## src/rtl/seg_addr_pkg.sv

```systemverilog
package seg_addr_pkg;

    localparam int NUM_SEGS = 4;

    typedef enum logic [1:0] {
        KIND_FETCH   = 2'd0,
        KIND_DATA    = 2'd1,
        KIND_STR_SRC = 2'd2,
        KIND_STR_DST = 2'd3
    } acc_kind_e;

    typedef enum logic [1:0] {
        SEG_CODE  = 2'd0,
        SEG_DATA  = 2'd1,
        SEG_EXTRA = 2'd2,
        SEG_STACK = 2'd3
    } seg_id_e;

    typedef enum logic [1:0] {
        BASE_NONE = 2'd0,
        BASE_BREG = 2'd1,
        BASE_BPTR = 2'd2,
        BASE_SPTR = 2'd3
    } base_e;

endpackage

```

## src/rtl/seg_file.sv

```systemverilog
module seg_file #(
    parameter int SEG_W = 16,
    parameter int NSEG  = 4,
    localparam int SEL_W = $clog2(NSEG)
) (
    input  logic                  clk,
    input  logic                  rst_n,
    input  logic                  wr_en,
    input  logic [SEL_W-1:0]      wr_sel,
    input  logic [SEG_W-1:0]      wr_data,
    output logic [NSEG*SEG_W-1:0] seg_flat
);

    logic [NSEG*SEG_W-1:0] bank_d, bank_q;

    always_comb begin
        bank_d = bank_q;
        for (int g = 0; g < NSEG; g++) begin
            if (wr_en && (wr_sel == SEL_W'(g))) begin
                bank_d[g*SEG_W +: SEG_W] = wr_data;
            end
        end
    end

    always_ff @(posedge clk or negedge rst_n) begin
        if (!rst_n) begin
            bank_q <= '0;
        end else begin
            bank_q <= bank_d;
        end
    end

    assign seg_flat = bank_q;

endmodule

```

## src/rtl/seg_select.sv

```systemverilog
module seg_select
    import seg_addr_pkg::*;
(
    input  acc_kind_e kind,
    input  base_e     base,
    input  logic      ovr_valid,
    input  seg_id_e   ovr_sel,
    output seg_id_e   seg_id,
    output logic      use_src,
    output logic      use_dst
);

    seg_id_e data_default;

    always_comb begin
        use_src = (kind == KIND_STR_SRC);
        use_dst = (kind == KIND_STR_DST);
        data_default = ((base == BASE_BPTR) || (base == BASE_SPTR)) ? SEG_STACK : SEG_DATA;
        unique case (kind)
            KIND_FETCH:   seg_id = SEG_CODE;
            KIND_STR_DST: seg_id = SEG_EXTRA;
            KIND_STR_SRC: seg_id = ovr_valid ? ovr_sel : SEG_DATA;
            default:      seg_id = ovr_valid ? ovr_sel : data_default;
        endcase
    end

endmodule

```

## src/rtl/addr_adder.sv

```systemverilog
module addr_adder #(
    parameter int SEG_W  = 16,
    parameter int OFF_W  = 16,
    parameter int SHIFT  = 4,
    parameter int ADDR_W = SEG_W + SHIFT
) (
    input  logic [SEG_W-1:0]  seg_val,
    input  logic [OFF_W-1:0]  offset,
    output logic [ADDR_W-1:0] addr
);

    logic [ADDR_W-1:0] base_ext, off_ext;

    always_comb begin
        base_ext = ADDR_W'(seg_val) << SHIFT;
        off_ext  = ADDR_W'(offset);
        addr     = base_ext + off_ext;
    end

endmodule

```

## src/rtl/idx_unit.sv

```systemverilog
module idx_unit #(
    parameter int IDX_W = 16
) (
    input  logic             clk,
    input  logic             rst_n,
    input  logic             wr_en,
    input  logic             wr_sel,
    input  logic [IDX_W-1:0] wr_data,
    input  logic             step_src,
    input  logic             step_dst,
    input  logic             elem_word,
    input  logic             dir_down,
    output logic [IDX_W-1:0] src_idx,
    output logic [IDX_W-1:0] dst_idx
);

    typedef struct packed {
        logic [IDX_W-1:0] src;
        logic [IDX_W-1:0] dst;
    } idx_t;

    idx_t idx_d, idx_q;
    logic [IDX_W-1:0] step;

    always_comb begin
        step  = elem_word ? IDX_W'(2) : IDX_W'(1);
        idx_d = idx_q;
        if (step_src) begin
            idx_d.src = dir_down ? idx_q.src - step : idx_q.src + step;
        end
        if (step_dst) begin
            idx_d.dst = dir_down ? idx_q.dst - step : idx_q.dst + step;
        end
        if (wr_en && !wr_sel) begin
            idx_d.src = wr_data;
        end
        if (wr_en && wr_sel) begin
            idx_d.dst = wr_data;
        end
    end

    always_ff @(posedge clk or negedge rst_n) begin
        if (!rst_n) begin
            idx_q <= '0;
        end else begin
            idx_q <= idx_d;
        end
    end

    assign src_idx = idx_q.src;
    assign dst_idx = idx_q.dst;

endmodule

```

## src/rtl/seg_addr_gen.sv

```systemverilog
module seg_addr_gen
    import seg_addr_pkg::*;
#(
    parameter int SEG_W = 16,
    parameter int OFF_W = 16,
    parameter int SHIFT = 4,
    localparam int ADDR_W = SEG_W + SHIFT,
    localparam int SEL_W  = $clog2(NUM_SEGS)
) (
    input  logic              clk,
    input  logic              rst_n,
    input  logic              seg_wr_en,
    input  logic [SEL_W-1:0]  seg_wr_sel,
    input  logic [SEG_W-1:0]  seg_wr_data,
    input  logic              idx_wr_en,
    input  logic              idx_wr_sel,
    input  logic [OFF_W-1:0]  idx_wr_data,
    input  logic              req_valid,
    input  logic [1:0]        req_kind,
    input  logic [1:0]        req_base,
    input  logic [OFF_W-1:0]  req_offset,
    input  logic              ovr_valid,
    input  logic [SEL_W-1:0]  ovr_sel,
    input  logic              elem_word,
    input  logic              dir_down,
    output logic              addr_valid,
    output logic [ADDR_W-1:0] phys_addr,
    output logic [OFF_W-1:0]  src_idx,
    output logic [OFF_W-1:0]  dst_idx
);

    typedef struct packed {
        logic              valid;
        logic [ADDR_W-1:0] addr;
    } out_t;

    out_t                      out_d, out_q;
    logic [NUM_SEGS*SEG_W-1:0] seg_flat;
    seg_id_e                   seg_id;
    logic                      use_src, use_dst;
    logic [SEG_W-1:0]          seg_val;
    logic [OFF_W-1:0]          off_c;
    logic [ADDR_W-1:0]         addr_c;

    seg_file #(.SEG_W(SEG_W), .NSEG(NUM_SEGS)) seg_file_i (
        .clk      (clk),
        .rst_n    (rst_n),
        .wr_en    (seg_wr_en),
        .wr_sel   (seg_wr_sel),
        .wr_data  (seg_wr_data),
        .seg_flat (seg_flat)
    );

    seg_select seg_select_i (
        .kind      (acc_kind_e'(req_kind)),
        .base      (base_e'(req_base)),
        .ovr_valid (ovr_valid),
        .ovr_sel   (seg_id_e'(ovr_sel)),
        .seg_id    (seg_id),
        .use_src   (use_src),
        .use_dst   (use_dst)
    );

    idx_unit #(.IDX_W(OFF_W)) idx_unit_i (
        .clk       (clk),
        .rst_n     (rst_n),
        .wr_en     (idx_wr_en),
        .wr_sel    (idx_wr_sel),
        .wr_data   (idx_wr_data),
        .step_src  (req_valid && use_src),
        .step_dst  (req_valid && use_dst),
        .elem_word (elem_word),
        .dir_down  (dir_down),
        .src_idx   (src_idx),
        .dst_idx   (dst_idx)
    );

    always_comb begin
        seg_val = seg_flat[int'(seg_id)*SEG_W +: SEG_W];
        if (use_src) begin
            off_c = src_idx;
        end else if (use_dst) begin
            off_c = dst_idx;
        end else begin
            off_c = req_offset;
        end
    end

    addr_adder #(.SEG_W(SEG_W), .OFF_W(OFF_W), .SHIFT(SHIFT), .ADDR_W(ADDR_W)) addr_adder_i (
        .seg_val (seg_val),
        .offset  (off_c),
        .addr    (addr_c)
    );

    always_comb begin
        out_d.valid = req_valid;
        out_d.addr  = req_valid ? addr_c : out_q.addr;
    end

    always_ff @(posedge clk or negedge rst_n) begin
        if (!rst_n) begin
            out_q <= '0;
        end else begin
            out_q <= out_d;
        end
    end

    assign addr_valid = out_q.valid;
    assign phys_addr  = out_q.addr;

endmodule

```

## config.mk

```make
export PLATFORM = sky130hd
export DESIGN_NAME = seg_addr_gen
export DESIGN_NICKNAME = d
export VERILOG_FILES = /design/src/rtl/seg_addr_pkg.sv /design/src/rtl/seg_file.sv /design/src/rtl/seg_select.sv /design/src/rtl/addr_adder.sv /design/src/rtl/idx_unit.sv /design/src/rtl/seg_addr_gen.sv
export SDC_FILE = /design/constraint.sdc
export NUM_CORES = 1
export LEC_CHECK = 0
export ABC_CLOCK_PERIOD_IN_PS = 4000
export BUFFER_PORTS_ARGS = -buffer_cell sky130_fd_sc_hd__buf_2
export CAP_MARGIN = 20
export CORE_AREA = 2 2 174 176
export DETAILED_ROUTE_END_ITERATION = 16
export DIE_AREA = 0 0 176 178
export SLEW_MARGIN = 20
export SYNTH_ARGS = -nofsm -noshare
export SYNTH_HDL_FRONTEND = slang
export SYNTH_SLANG_ARGS = --single-unit
```

## constraint.sdc

```tcl
create_clock -name clk -period 4 [get_ports clk]
set_input_delay 0.8 -clock clk [delete_from_list [all_inputs] [get_ports clk]]
set_output_delay 0.8 -clock clk [all_outputs]
set_load 0.01 [all_outputs]
```

Yosys cells after proc, flatten, opt, wreduce, memory -nomap -nowiden
Cells that the tools add are included.
{"block": "word_totals", "out_inout_bits": 53, "rom_bits": 0, "elab_cells": 48, "latch_bits": 0, "inputBits": 65, "ramBits": 0, "n_memories": 0, "reg_bits": 117}
{"block": "classes", "n_lt_le_gt_ge": 0, "n_div": 0, "n_reduce_logical": 14, "bitwise": 0, "eq_ne": 7, "n_addsub": 5, "mux": 13, "shifts": 1, "multipliers": 0}
{"operator": "16-bit 2-to-1 mux", "n": 8}
{"operator": "64-bit by 7-bit indexed part select with 16-bit output", "n": 1}
{"operator": "16-bit adder", "n": 2}
{"operator": "16-bit subtractor", "n": 2}
{"operator": "20-bit by 16-bit adder with 20-bit output", "n": 1}
{"operator": "2-bit == test, second input constant", "n": 6}
{"operator": "1-bit logical AND", "n": 8}
{"operator": "2-bit 2-to-1 mux", "n": 4}
{"operator": "2-bit one-hot mux with 3 select lines", "n": 1}
{"operator": "2-bit zero test", "n": 2}
{"operator": "2-bit nonzero test", "n": 2}
{"operator": "2-bit by 1-bit == test with 1-bit output, second input constant", "n": 1}
{"operator": "1-bit zero test", "n": 1}
{"operator": "1-bit logical OR", "n": 1}

Longest topological paths before layout
Gate-level depths: netlist of run 1.
{"block": "logic_depth", "depth_word": 7, "depth_mapped": 16, "depth_no_buf": 15}

By module
A second synthesis of run 1 with hierarchy kept.
{"block": "hier_totals", "cells_unflattened": 754, "area_unflattened_um2": 7937.6}
{"mod": "idx_unit", "cells_each": 384, "area_each_um2": 3123.0, "n_inst": 1, "seq_area_each_um2": 800.8}
{"mod": "seg_file", "cells_each": 136, "area_each_um2": 2411.1, "n_inst": 1, "seq_area_each_um2": 1601.5}
{"mod": "seg_addr_gen", "cells_each": 118, "area_each_um2": 1524.0, "n_inst": 1, "seq_area_each_um2": 525.5}
{"mod": "addr_adder", "cells_each": 108, "area_each_um2": 820.8, "n_inst": 1, "seq_area_each_um2": 0.0}
{"mod": "seg_select", "cells_each": 8, "area_each_um2": 58.8, "n_inst": 1, "seq_area_each_um2": 0.0}

Worst setup path before layout of run 1
Ideal clock, no wire load.
{"block": "synth_path", "kind": "input -> register", "start": "input port req_kind[0]", "end": "register out_q, in the netlist phys_addr[16]", "setup_ps": 137, "arrival_ps": 4127, "n_path_buf": 3, "stages": 16, "slack_ps": -264, "required_time_ps": 3863, "path_cell_list": "xnor2_1 a21oi_4 buf_2 buf_2 buf_2 mux2i_1 a21oi_1 fa_1 a21o_1 a21oi_2 o21ai_1 o311a_1 o21a_1 o41ai_1 xnor2_1 a21oi_1"}
{"block": "synth_via", "elab_chain_cells": 4, "word_cells_on_any_way": 8, "cone_classes": "add/sub: 1; eq/ne: 2; shift: 1; mux: 3; reduce/logical: 1"}
{"element": "start: declaration", "line_no": "seg_addr_gen.sv:19", "source": "input logic [1:0] req_kind,"}
{"element": "2-bit == test, or another cell as far along", "line_no": "seg_select.sv:16, seg_select.sv:19"}
{"element": "2-bit one-hot mux with 3 select lines or 16-bit 2-to-1 mux (tied branches)", "line_no": "seg_select.sv:19, seg_addr_gen.sv:82"}
{"element": "64-bit by 7-bit indexed part select with 16-bit output or 16-bit 2-to-1 mux (tied branches)", "line_no": "seg_addr_gen.sv:79, seg_addr_gen.sv:80"}
{"element": "20-bit by 16-bit adder with 20-bit output *", "line_no": "addr_adder.sv:17", "source": "addr = base_ext + off_ext;"}
{"element": "end signal: assignment", "line_no": "seg_addr_gen.sv:104", "source": "out_q <= out_d;"}
{"element": "end: declaration", "line_no": "seg_addr_gen.sv:37", "source": "out_t out_d, out_q;"}
Mark *: on every way between the ends. The rest lies on a longest branch, timed or not.
A chain may end at the register's enable or synchronous reset.

Worst setup path after layout of run 1
{"block": "layout_path", "start": "input port req_kind[1]", "end": "register out_q, in the netlist phys_addr[18]"}
The elaborated chain is that of the path after synthesis.

==> qor.txt, run 1 <==
DRT Pass-1 Iters = 5
Post-synth top cells = dfrtp_1 (117), mux2_2 (85), a21oi_1 (82)
post-synth cell types = 54
switching share of power = 36.0%
post-route ant nets = 0
post-cts repair resize count = 0
Final Hold Fails = 0
area leader, netlist = dfrtp_1
Placeable Area = 29400 sq um
final instance area = 9060 sq um
via count = 5881
Slew HR = 34.4%
Crit. End Element = flop
count of final setup violators = 0
Post-CTS Hold Buffers = 0
R2R Path End = phys_addr[18]
area grow syn2layout = 24.3%
synthesized cell area = 7280 sq um
Post-Syn Instances = 721
HPWL Detailed = 15.2 mm
non-filler cells in the finished layout = 1256
fill count = 3069
syn_area_per_cell = 10.1 sq um
Worst EP arrival = 3910 ps
Slew Viols, Final = 0
WL final = 20.1 mm
worst-path fanout max = 3
cell with the most instances after synthesis = dfrtp_1
peak supply drop = 250 uV
prevailing post-synth register cell = dfrtp_1
initial drt markers = 353
Peak Freq = 0.275 GHz
Syn Nets = 831
Clk pwr share = 31.1%
initial antenna violation count = 3
Overall Global Routing Usage = 13.3%
critical path class = input pin to flop
Chip Width = 176 um
Die ar. = 31300 sq um
critical path startpoint category = input pin
Root Buffer Master = clkbuf_16
row count = 63
required time worst endpoint = 4280 ps
Internal = 0.00313 W
sequential fraction of design power = 33.9%
Placement Cell Area = 8470 sq um
Clock Skew = 13.0 ps
top cell type's share of synthesized area = 40.2%
Residual DRC = 0
synth warn = 0
Die H = 178 um
clock sinks = 117
CTS tree = done
GRT overflow = 0
Slew @ Worst Pin = 980 ps
number of max-cap violations = 0
# IOs = 118
cts bufs inserted = 17
reg-to-reg setup timing slack = 870 ps
layout cells sized above 1 = 30.6%
Final Hold Slack = 393 ps
Tcrit/Tclk final = 90.8%
placed insts = 1223
static leakage = 4.10 nW
crit path time final = 3630 ps
flops & latches, synth = 117
synth top area cells = dfrtp_1 (40%), mux2_2 (13%), ha_1 (7.2%), a21oi_1 (5.6%), mux2i_1 (4.8%)
largest net degree at the start of global routing = 71
DR WL/cell = 16.0 um
fin nets = 962
Skew-Pair Late Insertion Delay = 430 ps
RSZ-0062 raised after global routing = no
post-CTS setup repair buffer count = 0
Reg2Reg Depth = 13
worst-case clock buffer depth = 2
outcome = finished clean
first-pass GRT wire length = 31.8 mm
number of synthesized flops with an enable pin = 0
vias in the first global route = 5756
H-Tree Level Count = 4
reg2reg start = seg_file_i.seg_flat[0]
Reg clk slew, reported paths = 70 ps
Seq/Total Area, Yosys = 40.2%
Comb power frac = 35.0%
Hold Crit Class = input pin to async pin
fraction of registers with async set/reset = 100%
PortBufs = 116
via-per-instance ratio = 4.68
Final GP Congestion = 0.872
Switch Pwr = 0.00177 W
Initial Utilization = 24.8%
setup TNS = 0 ps
PwrDens = 541 nW/um^2
-- registers in the layout, indices dropped and copies added, names as in the netlist --
| signal | cells |
|---|---|
| seg_file_i.seg_flat | 64 |
| addr_valid | 1 |
| idx_unit_i.src_idx | 16 |
| phys_addr | 20 |
| idx_unit_i.dst_idx | 16 |
-- cells by family (layout without fill, tap and decap cells) --
group,Yosys count,in the layout,synth area share (%)
AO/OA/AOI/OAI,181,181,15.0
XOR/XNOR,34,34,4.09
other,0,1,0
buffers and inverters,41,185,2.18
adder cells (fa/ha/maj),45,45,8.04
flip-flops,117,117,40.2
AND/OR/NAND/NOR,174,174,11.2
multiplexers,129,129,19.3
-- worst max-delay path: stages --
cell and delay (ps):
buf_2 110, xnor2_1 150, a21oi_4 150, mux2_2 350, nor2_1 90, a21oi_1 50, ha_1 210, fa_1 390
a21o_1 200, a21oi_2 160, o21ai_1 120, o311a_1 300, o21a_1 210, o41ai_1 380, xnor2_1 170, a21oi_1 80
-- through the flow --
step / power (W) / setup slack, ps / utilization, %
final: 0.00490 / 367 / 30.8
after global placement: 0.00338 / -13.9 / 28.8
after floorplan: 0.00280 / -64.5 / -
after CTS: 0.00496 / 364 / 30.8
after global routing: 0.00524 / 142 / 30.8
after detailed placement: 0.00342 / -84.9 / 28.8
-- per-layer routing --
layer | vias to the layer above | part of all wire (%) | GRT usage, %
met4 | 4 | 0.70 | 2.86
met3 | 16 | 5.3 | 3.41
met5 | - | 0.13 | 0
li1 | 2901 | - | -
met2 | 126 | 47 | 21.9
met1 | 2834 | 47 | 17.5
-- power by group through the flow --
| stage | logic, W | clock network, W | registers, W |
|---|---|---|---|
| after floorplan | 0.00112 | 0 | 0.00168 |
| after global placement | 0.00171 | 0 | 0.00167 |
| after detailed placement | 0.00174 | 0 | 0.00168 |
| after CTS | 0.00175 | 0.00156 | 0.00166 |
| after global routing | 0.00192 | 0.00161 | 0.00170 |
| final | 0.00172 | 0.00152 | 0.00166 |
-- placed cells by master, fill, tap and decap left out, drive strengths merged, types with 8 or more instances in the layout --
| master | netlist | final |
|---|---|---|
| mux2i | 35 | 35 |
| xor2 | 12 | 12 |
| o21ai | 32 | 32 |
| ha | 42 | 42 |
| o21a | 9 | 9 |
| xnor2 | 22 | 22 |
| nor2b | 9 | 9 |
| inv | 11 | 20 |
| nor3 | 8 | 8 |
| a21oi | 84 | 84 |
| a21o | 13 | 13 |
| clkbuf | 24 | 17 |
| a31oi | 11 | 11 |
| dfrtp | 117 | 117 |
| nor2 | 65 | 65 |
| nand2b | 10 | 10 |
| buf | 6 | 142 |
| nand3 | 12 | 12 |
| and3 | 12 | 12 |
| mux2 | 94 | 94 |
| nand2 | 40 | 40 |
-- worst max path at each step --
stage	end	startpoint
floorplan	phys_addr[16]	req_kind[0]
global placement	phys_addr[18]	req_kind[0]
detailed placement	phys_addr[18]	req_kind[1]
CTS	phys_addr[18]	req_kind[1]
global route	phys_addr[18]	req_kind[0]
finish	phys_addr[18]	req_kind[1]
-- cell type report --
type / count / area (sq um) / share of cell area, %
Clock buffer: 17 / 425 / 4.70
Sequential cell: 117 / 2930 / 32.3
Inverter: 11 / 41.3 / 0.456
Multi-Input combinational cell: 563 / 4210 / 46.5
Antenna cell: 1 / 2.50 / 0.0276
Clock inverter: 15 / 159 / 1.75
Timing Repair Buffer: 142 / 803 / 8.87
Tap cell: 390 / 488 / 5.39
(Power assumes the default switching activity.)
==> run 2: changes to the inputs <==
--- a/config.mk
+++ b/config.mk
@@ -5,12 +5,13 @@
 export SDC_FILE = /design/constraint.sdc
 export NUM_CORES = 1
 export LEC_CHECK = 0
-export ABC_CLOCK_PERIOD_IN_PS = 4000
+export ABC_CLOCK_PERIOD_IN_PS = 3800
 export BUFFER_PORTS_ARGS = -buffer_cell sky130_fd_sc_hd__buf_2
 export CAP_MARGIN = 20
-export CORE_AREA = 2 2 174 176
+export CORE_AREA = 2 2 116 118
 export DETAILED_ROUTE_END_ITERATION = 16
-export DIE_AREA = 0 0 176 178
+export DIE_AREA = 0 0 118 120
+export PLACE_DENSITY = 0.8
 export SLEW_MARGIN = 20
 export SYNTH_ARGS = -nofsm -noshare
 export SYNTH_HDL_FRONTEND = slang
==> constraint.sdc (replaced) <==
create_clock -name clk -period 3.8 [get_ports clk]
set_input_delay 0.76 -clock clk [delete_from_list [all_inputs] [get_ports clk]]
set_output_delay 0.76 -clock clk [all_outputs]
set_load 0.01 [all_outputs]
==> run 2 against run 1 <==
Effect of this change: clock skew decreased by 6.6 ps; first-iteration DRC count increased by 0.57%; critical path depth unchanged; flip-flop and latch count unchanged; worst setup slack got worse by 150 ps; largest cell class unchanged; highest routed layer is now met4.
==> qor.txt, run 2 (same netlist as run 1, synthesis figures left out) <==
Comb power frac = 36.3% (+1.3 points)
Skew-Pair Late Insertion Delay = 430 ps (about the same)
Final GP Congestion = 0.864 (-0.96%)
Crit. End Element = flop
fill count = 1030 (-66%)
static leakage = 4.12 nW (+0.64%)
Slew @ Worst Pin = 967 ps (-13.0 ps)
crit path time final = 3580 ps
Residual DRC = 0 (unchanged)
area grow syn2layout = 21.0%
Die H = 120 um (-33%)
initial drt markers = 355 (+0.57%)
Reg2Reg Depth = 13 (unchanged)
Slew HR = 35.3% (+0.87 points)
Clock Skew = 6.38 ps (-6.58 ps)
PortBufs = 116 (unchanged)
Internal = 0.00331 W (+5.8%)
outcome = finished clean
Final Hold Fails = 0 (unchanged)
layout cells sized above 1 = 31.7% (+1.1 points)
DR WL/cell = 18.1 um (+13%)
Power Total = 0.00516 W (+5.4%)
DRT Pass-1 Iters = 5 (unchanged)
Hold Crit Class = input pin to async pin
Placement Cell Area = 8240 sq um (-2.7%)
Peak Freq = 0.279 GHz
reg2reg start = seg_file_i.seg_flat[0]
Overall Global Routing Usage = 27.5% (+14 points)
Tcrit/Tclk final = 94.3%
post-layout util = 67.9% (+37 points)
n_diodes = 0 (-1)
R2R Path End = phys_addr[16]
Clk pwr share = 29.9% (-1.2 points)
peak supply drop = 390 uV (+56%)
Root Buffer Master = clkbuf_16
reg-to-reg setup timing slack = 700 ps (-170 ps)
clock sinks = 117 (unchanged)
Switch Pwr = 0.00185 W (+4.7%)
Multi-input gate area = 4240 sq um (+0.68%)
commonest non-fill, non-tap cell in the layout = dfrtp_1
HPWL Detailed = 13.9 mm (-8.3%)
critical path startpoint category = input pin
GRT overflow = 0 (unchanged)
CTS tree = done
switching share of power = 35.8% (-0.23 points)
worst-path fanout max = 8 (+5)
setup TNS = 0 ps (unchanged)
Worst EP arrival = 3870 ps (-40 ps)
post-cts repair resize count = 0 (unchanged)
via-per-instance ratio = 5.85 (+25%)
critical path class = input pin to flop
most frequent cells in the layout = dfrtp_1 (117), buf_2 (115), mux2_2 (84)
Reg clk slew, reported paths = 60 ps (about the same)
RSZ-0062 raised after global routing = no
count of final setup violators = 0 (unchanged)
fin nets = 967 (+0.52%)
via count = 6124 (+4.1%)
worst-case clock buffer depth = 2 (unchanged)
post-CTS setup repair buffer count = 0 (unchanged)
Initial Utilization = 56.1% (+31 points)
first-pass GRT wire length = 31.0 mm (-2.7%)
row count = 42 (-33%)
FF/Latch Area = 2930 sq um (unchanged)
vias in the first global route = 6257 (+8.7%)
max reg flops = 64 (unchanged)
Chip Width = 118 um (-33%)
initial antenna violation count = 0 (-3)
Die ar. = 14200 sq um (-55%)
PwrDens = 585 nW/um^2 (+8.3%)
Slew Viols, Final = 0 (unchanged)
required time worst endpoint = 4080 ps (-200 ps)
number of max-cap violations = 0 (unchanged)
Critical Path End = phys_addr[16]
Placeable Area = 13000 sq um (-56%)
CP Launch Point = req_kind[0]
WL final = 18.9 mm (-6.1%)
H-Tree Level Count = 4 (unchanged)
# IOs = 118 (unchanged)
cts bufs inserted = 17 (unchanged)
sequential fraction of design power = 33.8% (about the same)
post-route ant nets = 0 (unchanged)
Post-CTS Hold Buffers = 0 (unchanged)
final instance area = 8810 sq um (-2.7%)
largest net degree at the start of global routing = 85 (+20%)
-- run 2: stage by stage --
step / hold WS (ps) / setup WS, ps / std cells
floorplan: 464 / -3.29 / 721
global placement: 482 / -52.9 / 1014
detailed placement: 490 / -144 / 1014
CTS: 504 / 235 / 1046
global route: 459 / 6.29 / 1046
finish: 379 / 217 / 1046
-- run 2: worst min path at each step --
| stage | from | cells after the start | to |
|---|---|---|---|
| global placement | seg_file_i.seg_flat[4] | 1 | seg_file_i.seg_flat[4] |
| global route | rst_n | 1 | seg_file_i.seg_flat[62] |
| floorplan | rst_n | 0 | addr_valid |
| detailed placement | seg_file_i.seg_flat[20] | 1 | seg_file_i.seg_flat[20] |
| finish | rst_n | 1 | seg_file_i.seg_flat[62] |
| CTS | phys_addr[7] | 1 | phys_addr[7] |
-- run 2: worst max-delay path, stage by stage --
cell and delay [ps]:
buf_2 140, xnor2_2 150, a21oi_4 160, buf_4 160
buf_4 180, mux2_2 350, nor2_1 120, a21oi_1 80
ha_1 320, a21oi_1 190, o21ai_2 80, o311a_1 290
o21a_1 240, o41ai_2 350, xnor2_1 190, a21oi_1 90
-- run 2: area by class of cell --
| cell class | instances | area share [%] |
|---|---|---|
| flip-flops and latches | 117 | 33.2 |
| clock inverters | 14 | 1.46 |
| well taps | 176 | 2.50 |
| repair buffers | 147 | 9.30 |
| clock buffers | 18 | 4.98 |
| inverters | 11 | 0.468 |
| multi-input cells | 563 | 48.1 |
-- run 2: power groups by stage --
stage	logic, W	registers [W]	clock network [W]
floorplan	0.00120	0.00177	0
CTS	0.00187	0.00174	0.00156
detailed placement	0.00184	0.00176	0
finish	0.00187	0.00175	0.00154
global placement	0.00177	0.00174	0
global route	0.00205	0.00178	0.00161
-- run 2: per-layer routing --
layer | up-vias | global-route usage, % | wire length [um]
met2 | 186 | 48.4 | 9630
met3 | 38 | 5.28 | 900
li1 | 2907 | - | -
met4 | 0 | 10.0 | 414
met1 | 2993 | 33.8 | 7960
met5 | - | 0 | 0
==> run 3: changes to the inputs <==
--- a/config.mk
+++ b/config.mk
@@ -8,10 +8,11 @@
 export ABC_CLOCK_PERIOD_IN_PS = 3800
 export BUFFER_PORTS_ARGS = -buffer_cell sky130_fd_sc_hd__buf_2
 export CAP_MARGIN = 20
-export CORE_AREA = 2 2 116 118
+export CORE_AREA = 2 2 115 117
+export CTS_BUF_LIST = sky130_fd_sc_hd__clkbuf_2
 export DETAILED_ROUTE_END_ITERATION = 16
-export DIE_AREA = 0 0 118 120
-export PLACE_DENSITY = 0.8
+export DIE_AREA = 0 0 117 119
+export PLACE_DENSITY = 0.81
 export SLEW_MARGIN = 20
 export SYNTH_ARGS = -nofsm -noshare
 export SYNTH_HDL_FRONTEND = slang
==> run 3 against run 2 <==
Effect of this change: clock-buffer cell count fell by 1; critical path depth did not move; non-clock buffer count fell by 5; global-route usage fell by 1.4 points; first-iteration DRC count rose by 5.9%; clock skew rose by 23 ps; final area fell by 4.3%; register-to-register slack improved by 150 ps; worst hold slack got worse by 93 ps; sequential power barely moved; flip-flop and latch count did not move; sequential share of layout area rose by 1.5 points; critical path type unchanged; largest power group unchanged; highest routed layer unchanged.
==> qor.txt, run 3 (same netlist as run 1, synthesis figures left out) <==
outcome = finished clean
number of max-cap violations = 0 (unchanged)
via count = 5907 (-3.5%)
Final GP Congestion = 0.924 (+7.0%)
Most common cell on crit path = a21oi_1
initial antenna violation count = 2 (+2)
Initial Utilization = 56.6% (+0.46 points)
WP buf/inv = 2 (-1)
Clock Skew = 29.9 ps (+23.5 ps)
post-CTS setup repair buffer count = 0 (unchanged)
Post-CTS Hold Buffers = 1 (+1)
critical-path cell list = buf_2 > xnor2_2 > a21oi_4 > buf_4 > mux2i_1 > a21oi_1 > ha_2 > fa_2 > a21o_1 > a21oi_2 > o21ai_2 > o311a_1 > o21a_1 > o41ai_2 > xnor2_1 > a21oi_1
post-cts repair resize count = 0 (unchanged)
hold depth = 3
cts bufs inserted = 17 (unchanged)
Tcrit/Tclk final = 84.4% (-9.9 points)
non-filler cells in the finished layout = 1042 (-0.38%)
Hold Crit Class = input pin to flop
fin nets = 962 (-0.52%)
worst-case clock buffer depth = 2 (unchanged)
CP max-delay cell = fa_2
Placeable Area = 12900 sq um (-0.81%)
Slew HR = 37.2% (+1.9 points)
Die ar. = 13900 sq um (-1.7%)
initial drt markers = 376 (+5.9%)
met2 Resource Use GR = 42.9% (-5.5 points)
GRT met3 Usage = 4.94% (-0.34 points)
placed insts = 1008 (-0.59%)
required time worst endpoint = 4400 ps (+320 ps)
RSZ-0062 raised after global routing = no
critical path class = input pin to flop
Peak Freq = 0.312 GHz (+12%)
peak supply drop = 303 uV (-22%)
family with the most delay on the worst path = compound AO/OA/AOI/OAI gates
Reg clk slew, reported paths = 200 ps (+140 ps)
area grow syn2layout = 15.9%
Critical Path Max Stage Delay = 370 ps (+20 ps)
Worst EP arrival = 3810 ps (-60 ps)
vias in the first global route = 5870 (-6.2%)
post-route ant nets = 0 (unchanged)
clock sinks = 117 (unchanged)
Worst Hold End = idx_unit_i.dst_idx[1]
most frequent cells in the layout = dfrtp_1 (117), buf_2 (115), mux2_2 (84)
critical path startpoint category = input pin
Root Buffer Master = clkbuf_2
Overall Global Routing Usage = 26.1% (-1.4 points)
GRT overflow = 0 (unchanged)
HPWL Detailed = 13.0 mm (-6.3%)
Reg2Reg Depth = 13 (unchanged)
met1 usage = 34.4% (+0.67 points)
max reg flops = 64 (unchanged)
PortBufs = 116 (unchanged)
crit path time final = 3210 ps (-376 ps)
CP Launch Point = req_kind[1]
Chip Width = 117 um (-0.85%)
reg-to-reg setup timing slack = 850 ps (+150 ps)
static leakage = 3.95 nW (-4.2%)
first-pass GRT wire length = 28.3 mm (-8.7%)
DR WL/cell = 16.4 um (-9.1%)
Power Total = 0.00429 W (-17%)
row count = 42 (unchanged)
Slew Viols, Final = 0 (unchanged)
Residual DRC = 0 (unchanged)
Skew-Pair Late Insertion Delay = 700 ps (+270 ps)
# IOs = 118 (unchanged)
CTS tree = done
Final Hold Slack = 286 ps (-93.4 ps)
R2R Path End = phys_addr[16]
largest net degree at the start of global routing = 77 (-9.4%)
layout cells sized above 1 = 31.1% (-0.59 points)
worst-path fanout max = 6 (-2)
Slew @ Worst Pin = 939 ps (-28.8 ps)
PwrDens = 508 nW/um^2 (-13%)
via-per-instance ratio = 5.67 (-3.2%)
Die H = 119 um (-0.83%)
Crit. End Element = flop
Hold Crit Start = idx_wr_data[1]
commonest non-fill, non-tap cell in the layout = dfrtp_1
count of final setup violators = 0 (unchanged)
DRT Pass-1 Iters = 5 (unchanged)
gr busiest metal = met2
Final Hold Fails = 0 (unchanged)
H-Tree Level Count = 4 (unchanged)
WL final = 17.1 mm (-9.4%)
reg2reg start = seg_file_i.seg_flat[0]
==> run 3: power by group <==
group | internal [W] | total [W] | switching, W | leakage (nW)
Sequential | 0.00153 | 0.00173 | 0.000206 | 1.38
Combinational | 0.000888 | 0.00181 | 0.000920 | 2.44
Clock | 0.000238 | 0.000749 | 0.000511 | 0.127
==> run 3: how the worst max path moves through the flow <==
stage | cells past startpoint | end | slack, ps
final | 16 | phys_addr[16] | 590
after global routing | 17 | phys_addr[17] | 480
after CTS | 16 | phys_addr[16] | 650
after detailed placement | 16 | phys_addr[16] | -160
after global placement | 16 | phys_addr[16] | -90
after floorplan | 16 | phys_addr[16] | -3
==> run 3: metrics by stage <==
step           area, sq um  setup TNS, ps  utilization [%]  worst slack [ps]
6_report              8440              0             65.5               593
4_1_cts               8430              0             65.5               652
2_1_floorplan         7350          -3.29                -             -3.29
5_1_grt               8440              0             65.5               480
3_3_place_gp          8210           -107             63.8             -87.5
3_5_place_dp          8210           -426             63.8              -160
==> run 3: final cells by class <==
cell class                      count  area, sq um
Clock buffer                       17         85.1
Inverter                           11         41.3
Tap cell                          176          220
Antenna cell                        2         5.00
Fill cell                        1045         4440
Clock inverter                     14          129
Timing Repair Buffer              142          793
Sequential cell                   117         2930
Multi-Input combinational cell    563         4240
==> run 3: metal layers <==
layer  wire (um)  part of all wire, %  up-vias
met5           0                    0        -
met4         335                  2.0        0
met3         792                  4.6       26
met2        8160                   48      164
met1        7830                   46     2822
li1            -                    -     2895
==> run 3: worst min-delay path: cells and delay by family <==
kind                   cells  cell delay, ps
and+or+nand+nor            1              40
AOI/OAI and AO/OA          1              50
buffers and inverters      1              90
